$ cat src/rtl/cr_timer_pkg.sv
package cr_timer_pkg;
  localparam logic [7:0] ADDR_CTRL   = 8'hC8;
  localparam logic [7:0] ADDR_CNT_HI = 8'hCD;
  localparam logic [7:0] ADDR_CNT_LO = 8'hCC;
  localparam logic [7:0] ADDR_RLD_HI = 8'hCB;
  localparam logic [7:0] ADDR_RLD_LO = 8'hCA;

  typedef struct packed {
    logic ovf_flag;
    logic ext_flag;
    logic rx_clk_en;
    logic tx_clk_en;
    logic ext_en;
    logic run;
    logic ctr_sel;
    logic cap_sel;
  } ctrl_t;
endpackage

$ cat src/rtl/cr_fall_detect.sv
module cr_fall_detect #(
  parameter int SYNC_STAGES = 2
) (
  input  logic clk,
  input  logic rst_n,
  input  logic pin,
  output logic fall
);
  logic [SYNC_STAGES-1:0] sync_q;
  logic                   prev_q;

  genvar g;
  generate
    for (g = 0; g < SYNC_STAGES; g++) begin : g_sync
      if (g == 0) begin : g_first
        always_ff @(posedge clk or negedge rst_n)
          if (!rst_n) sync_q[0] <= 1'b1;
          else        sync_q[0] <= pin;
      end else begin : g_rest
        always_ff @(posedge clk or negedge rst_n)
          if (!rst_n) sync_q[g] <= 1'b1;
          else        sync_q[g] <= sync_q[g-1];
      end
    end
  endgenerate

  always_ff @(posedge clk or negedge rst_n)
    if (!rst_n) prev_q <= 1'b1;
    else        prev_q <= sync_q[SYNC_STAGES-1];

  assign fall = prev_q & ~sync_q[SYNC_STAGES-1];
endmodule

$ cat src/rtl/cr_count_core.sv
module cr_count_core #(
  parameter int CNT_W = 16
) (
  input  logic             clk,
  input  logic             rst_n,
  input  logic             tick,
  input  logic             baud_mode,
  input  logic             cap_sel,
  input  logic             ext_evt,
  input  logic             wr_cnt_lo,
  input  logic             wr_cnt_hi,
  input  logic             wr_rld_lo,
  input  logic             wr_rld_hi,
  input  logic [7:0]       wdata,
  output logic [CNT_W-1:0] count,
  output logic [CNT_W-1:0] reload,
  output logic             ovf
);
  localparam logic [CNT_W-1:0] CNT_MAX = '1;
  localparam int               HI_LSB  = CNT_W - 8;

  logic [CNT_W-1:0] count_q, count_d, reload_q, reload_d;
  logic             cnt_en, rld_en;

  assign ovf = tick && (count_q == CNT_MAX);

  always_comb begin
    count_d = count_q;
    if (wr_cnt_lo)                          count_d[7:0] = wdata;
    else if (wr_cnt_hi)                     count_d[CNT_W-1:HI_LSB] = wdata;
    else if (ext_evt && !cap_sel)           count_d = reload_q;
    else if (ovf && (baud_mode || !cap_sel)) count_d = reload_q;
    else if (tick)                          count_d = count_q + 1'b1;
  end

  always_comb begin
    reload_d = reload_q;
    if (wr_rld_lo)                 reload_d[7:0] = wdata;
    else if (wr_rld_hi)            reload_d[CNT_W-1:HI_LSB] = wdata;
    else if (ext_evt && cap_sel)   reload_d = count_q;
  end

  assign cnt_en = tick | ext_evt | wr_cnt_lo | wr_cnt_hi;
  assign rld_en = ext_evt | wr_rld_lo | wr_rld_hi;

  always_ff @(posedge clk or negedge rst_n)
    if (!rst_n)      count_q <= '0;
    else if (cnt_en) count_q <= count_d;

  always_ff @(posedge clk or negedge rst_n)
    if (!rst_n)      reload_q <= '0;
    else if (rld_en) reload_q <= reload_d;

  assign count  = count_q;
  assign reload = reload_q;
endmodule

$ cat src/rtl/cr_timer16.sv
module cr_timer16
  import cr_timer_pkg::*;
#(
  parameter int SYNC_STAGES = 2
) (
  input  logic       clk,
  input  logic       rst_n,
  input  logic       reg_wr,
  input  logic [7:0] reg_addr,
  input  logic [7:0] reg_wdata,
  output logic [7:0] reg_rdata,
  input  logic       cnt_pin,
  input  logic       trig_pin,
  output logic       irq,
  output logic       rx_baud,
  output logic       tx_baud
);
  localparam int CNT_W = 16;

  ctrl_t            ctrl_q, ctrl_d;
  logic [CNT_W-1:0] count_q, reload_q;
  logic             cnt_fall, trig_fall, tick, ovf, ext_evt, baud_mode;
  logic             ovf_set, ext_set, wr_ctrl, ctrl_en;
  logic             rx_q, tx_q;

  cr_fall_detect #(.SYNC_STAGES(SYNC_STAGES)) i_cnt_edge (
    .clk(clk), .rst_n(rst_n), .pin(cnt_pin), .fall(cnt_fall));
  cr_fall_detect #(.SYNC_STAGES(SYNC_STAGES)) i_trig_edge (
    .clk(clk), .rst_n(rst_n), .pin(trig_pin), .fall(trig_fall));

  assign baud_mode = ctrl_q.rx_clk_en | ctrl_q.tx_clk_en;
  assign tick      = ctrl_q.run & (ctrl_q.ctr_sel ? cnt_fall : 1'b1);
  assign ext_evt   = ctrl_q.ext_en & ~baud_mode & trig_fall;

  cr_count_core #(.CNT_W(CNT_W)) i_core (
    .clk(clk), .rst_n(rst_n), .tick(tick), .baud_mode(baud_mode),
    .cap_sel(ctrl_q.cap_sel), .ext_evt(ext_evt),
    .wr_cnt_lo(reg_wr && reg_addr == ADDR_CNT_LO),
    .wr_cnt_hi(reg_wr && reg_addr == ADDR_CNT_HI),
    .wr_rld_lo(reg_wr && reg_addr == ADDR_RLD_LO),
    .wr_rld_hi(reg_wr && reg_addr == ADDR_RLD_HI),
    .wdata(reg_wdata), .count(count_q), .reload(reload_q), .ovf(ovf));

  assign ovf_set = ovf & ~baud_mode;
  assign ext_set = ext_evt;
  assign wr_ctrl = reg_wr && (reg_addr == ADDR_CTRL);

  always_comb begin
    ctrl_d = ctrl_q;
    if (wr_ctrl) begin
      ctrl_d          = ctrl_t'(reg_wdata);
      ctrl_d.ovf_flag = ctrl_q.ovf_flag & reg_wdata[7];
      ctrl_d.ext_flag = ctrl_q.ext_flag & reg_wdata[6];
    end
    if (ovf_set) ctrl_d.ovf_flag = 1'b1;
    if (ext_set) ctrl_d.ext_flag = 1'b1;
  end

  assign ctrl_en = wr_ctrl | ovf_set | ext_set;

  always_ff @(posedge clk or negedge rst_n)
    if (!rst_n)       ctrl_q <= '0;
    else if (ctrl_en) ctrl_q <= ctrl_d;

  always_ff @(posedge clk or negedge rst_n)
    if (!rst_n) begin
      rx_q <= 1'b0;
      tx_q <= 1'b0;
    end else begin
      rx_q <= ovf & ctrl_q.rx_clk_en;
      tx_q <= ovf & ctrl_q.tx_clk_en;
    end

  always_comb begin
    unique case (reg_addr)
      ADDR_CTRL:   reg_rdata = ctrl_q;
      ADDR_CNT_HI: reg_rdata = count_q[15:8];
      ADDR_CNT_LO: reg_rdata = count_q[7:0];
      ADDR_RLD_HI: reg_rdata = reload_q[15:8];
      ADDR_RLD_LO: reg_rdata = reload_q[7:0];
      default:     reg_rdata = 8'h00;
    endcase
  end

  assign irq     = ctrl_q.ovf_flag | ctrl_q.ext_flag;
  assign rx_baud = rx_q;
  assign tx_baud = tx_q;
endmodule

$ cat config.mk
export PLATFORM = sky130hd
export DESIGN_NAME = cr_timer16
export DESIGN_NICKNAME = d
export VERILOG_FILES = /design/src/rtl/cr_timer_pkg.sv /design/src/rtl/cr_fall_detect.sv /design/src/rtl/cr_count_core.sv /design/src/rtl/cr_timer16.sv
export SDC_FILE = /design/constraint.sdc
export NUM_CORES = 1
export LEC_CHECK = 0
export ABC_CLOCK_PERIOD_IN_PS = 3500
export BUFFER_PORTS_ARGS = -buffer_cell sky130_fd_sc_hd__buf_2
export CAP_MARGIN = 20
export CORE_MARGIN = 4
export CORE_UTILIZATION = 45
export CTS_CLUSTER_SIZE = 24
export DETAILED_ROUTE_END_ITERATION = 8
export GPL_TIMING_DRIVEN = 0
export HOLD_SLACK_MARGIN = 0.05
export REMOVE_ABC_BUFFERS = 1
export SYNTH_ARGS = -nofsm -noshare
export SYNTH_HDL_FRONTEND = slang
export SYNTH_SLANG_ARGS = --single-unit
$ cat constraint.sdc
create_clock -name clk -period 3.5 [get_ports clk]
set_input_delay 0.35 -clock clk [delete_from_list [all_inputs] [get_ports clk]]
set_output_delay 0.35 -clock clk [all_outputs]
set_load 0.02 [all_outputs]
==> flow_metrics.env <==
export IMPL_fill_cells=583
export IMPL_worstPathArrival_ns=2.83
export IMPL_die_h_um=90.6
export IMPL_track_usage_pct=21.6
export IMPL_vias_per_cell=6.23
export IMPL_finalSetupTns_ns=0
export IMPL_io_pins=32
export IMPL_cts_buffers=5
export IMPL_dp_hpwl_mm=6.09
export IMPL_power_mw=1.29
export IMPL_ff_latch_area_mm2=0.00121
export IMPL_critPathKind="register to register"
export IMPL_antenna_cells=0
export IMPL_leakage_nw=1.59
export IMPL_crit_start="i_core.count[0]"
export IMPL_drt_pass1_iter_count=4
export IMPL_fin_skew_ns=0.00480
export IMPL_status="finished clean"
export IMPL_antenna_found_initial=0
export IMPL_setup_viol=0
export IMPL_clock_latency_ns=0.31
export IMPL_min_period_ns=2.63
export IMPL_area_growth_pct=8.32
export IMPL_synthFlopType="dfrtp_1"
export IMPL_clockBufferDepth=2
export IMPL_nNetsFinal=357
export IMPL_netlist_instances=316
export IMPL_initial_core_util_pct=47.2
export IMPL_grt_max_degree=49
export IMPL_synth_async_reset_ratio_pct=100
export IMPL_coreArea_mm2=0.00649
export IMPL_fp_dieW_um=90.6
export IMPL_rows=29
export IMPL_required_ns=3.71
export IMPL_endpoint_kind="register"
export IMPL_synth_cell_types=66
export IMPL_max_freq_ghz=0.381
export IMPL_rsz0062_at_grt="no"
export IMPL_min_from="cnt_pin"
export IMPL_slew_headroom_pct=32.5
export IMPL_post_route_period_util_pct=75.0
export IMPL_hp_class="input pin to register"
export IMPL_drt_iter0_drc=157
export IMPL_drive_gt1_share_pct=20.5
export IMPL_port_buffers=31
export IMPL_startpoint_type="register"
export IMPL_peakVddDrop_uv=322
export IMPL_cts_htree_levels=2
export IMPL_syn_area_mm2=0.00307
export IMPL_worst_pin_slew_ns=1.01
export IMPL_wl_per_cell_um=20.7
export IMPL_drv_cap=0
export IMPL_drt_total_wl_mm=8.55
export IMPL_grt_pass1_wl_mm=13.9
export IMPL_postCtsSetupRepairBufs=0
export IMPL_cts_sinks=48
export IMPL_whs_ns=0.122
export IMPL_yosysWarningCount=0
export IMPL_cp_max_fo=15
export IMPL_grt_ovfl_total=0
export IMPL_grt_pass1_vias=2532
export IMPL_cts_root_buf="clkbuf_8"
export IMPL_synth_edf_count=0
export IMPL_die_area_mm2=0.00820
export IMPL_p_per_area_mw_per_mm2=389
export IMPL_cts_clk_slew_worst_paths_ns=0.10
export IMPL_syn_avg_cell_area_um2=9.71
export IMPL_ant_nets=0
export IMPL_r2r_start="i_core.count[0]"
export IMPL_synth_seq_cells=48
export IMPL_multi_input_area_mm2=0.00172
export IMPL_vias=2572
export IMPL_cts_tree="yes"
export IMPL_drc_errors=0
export IMPL_final_hold_viol_count=0
export IMPL_drv_slew=0
export IMPL_ys_seq_area_share_pct=39.4
export IMPL_place_congestion=0.880
[registers in the layout (all words and copies together), names as in the netlist]
name                flops
i_trig_edge.sync_q      2
ctrl_q                  8
i_trig_edge.prev_q      1
rx_baud                 1
i_core.reload          16
tx_baud                 1
i_cnt_edge.prev_q       1
i_cnt_edge.sync_q       2
i_core.count           16
[cell usage in the layout, fill, tap and decap left out, types with 4 or more instances in the layout]
cell type	Yosys	routed
dfrtp_1	42	42
buf_2	12	31
mux2i_1	30	30
nand2_1	29	29
nor2_1	27	27
a21oi_1	21	21
o21ai_0	12	12
a221o_1	9	9
nand3_1	9	9
a22oi_1	9	9
and3_1	6	6
o21ai_1	6	6
mux2_2	6	6
dfstp_2	6	6
nor3_1	5	5
inv_1	5	5
clkbuf_8	0	5
a31oi_1	4	4
xor2_1	4	4
[cell families (layout without fill, tap and decap cells)]
kind of cell / count (synthesis) / count (layout) / share of synthesized area (%)
AO/OA/AOI/OAI: 89 / 89 / 20.9
XOR/XNOR: 6 / 6 / 1.71
adder cells (fa/ha/maj): 1 / 1 / 0.408
buffers and inverters: 26 / 46 / 4.44
flip-flops: 48 / 48 / 39.4
multiplexers: 37 / 37 / 12.4
AND/OR/NAND/NOR: 109 / 109 / 20.8
[critical path, stage by stage, from the launching register on]
cell	delay, ns
dfrtp_1	0.47
ha_1	0.28
nand2_1	0.26
nor4_4	0.10
a21oi_2	0.81
mux2_1	0.39
o211a_1	0.21
[synth_stat cells (3+ instances only)]
| library cell | number | share of area, % |
|---|---|---|
| dfstp_2 | 6 | 5.1 |
| nand4_1 | 3 | 0.61 |
| nand2_1 | 29 | 3.5 |
| buf_2 | 12 | 2.0 |
| and3_1 | 6 | 1.2 |
| dfrtp_1 | 42 | 34 |
| nor4_1 | 3 | 0.61 |
| nor3_1 | 5 | 0.82 |
| a21oi_1 | 21 | 3.4 |
| and3b_1 | 3 | 0.86 |
| a31oi_1 | 4 | 0.82 |
| clkbuf_1 | 4 | 0.49 |
| a22oi_1 | 9 | 2.2 |
| a221o_1 | 9 | 2.9 |
| inv_1 | 5 | 0.61 |
| and2_1 | 3 | 0.61 |
| o21ai_0 | 12 | 2.0 |
| nand3_1 | 9 | 1.5 |
| mux2i_1 | 30 | 9.8 |
| xor2_1 | 4 | 1.1 |
| mux2_2 | 6 | 2.2 |
| nor2_1 | 27 | 3.3 |
| nor3_2 | 3 | 0.98 |
| a21o_1 | 3 | 0.73 |
| o21ai_1 | 6 | 0.98 |
[power breakdown]
part	internal (mW)	switching, mW
sequential	0.614	0.0963
clock	0.144	0.205
combinational	0.111	0.122
total	0.869	0.423
[final timing paths]
kind | end | slack (ns) | depth (start not counted)
min reg2reg | i_cnt_edge.sync_q[1] | 0.36 | 0
max in group asynchronous | i_core.reload[9] | 2.50 | 3
max | i_core.count[3] | 0.87 | 6
max reg2reg | i_core.count[3] | 0.87 | 6
min | i_cnt_edge.sync_q[0] | 0.12 | 1
min in group asynchronous | ctrl_q[6] | 0.48 | 2
[metal layers]
metal | vias to the layer above | global-route usage, % | routed length, um
met2 | 92 | 32.5 | 3800
met3 | 15 | 4.33 | 492
met5 | - | 0 | 0
li1 | 1228 | - | -
met1 | 1237 | 31.0 | 4050
met4 | 0 | 6.76 | 204
[stage by stage]
step | std cells | cell area (um2) | worst slack, ns | utilization, %
finish | 413 | 3320 | 0.875 | 51.2
global route | 413 | 3320 | 0.790 | 51.2
CTS | 411 | 3290 | 0.929 | 50.7
floorplan | 295 | 2950 | 1.44 | -
detailed placement | 403 | 3200 | 0.864 | 49.3
global placement | 403 | 3200 | 0.843 | 49.3
[repair_timing]
item | CTS | global route
gates resized for setup | 0 | 0
endpoints found under the hold margin | 0 | 10
hold buffers | 0 | 1
[layout make-up]
| class | count | area share (%) |
|---|---|---|
| Clock buffer | 5 | 2.07 |
| Clock inverter | 3 | 0.678 |
| Inverter | 5 | 0.565 |
| Multi-Input combinational cell | 242 | 51.8 |
| Sequential cell | 48 | 36.4 |
| Tap cell | 77 | 2.90 |
| Timing Repair Buffer | 33 | 5.57 |
(Power assumes the default switching activity.)
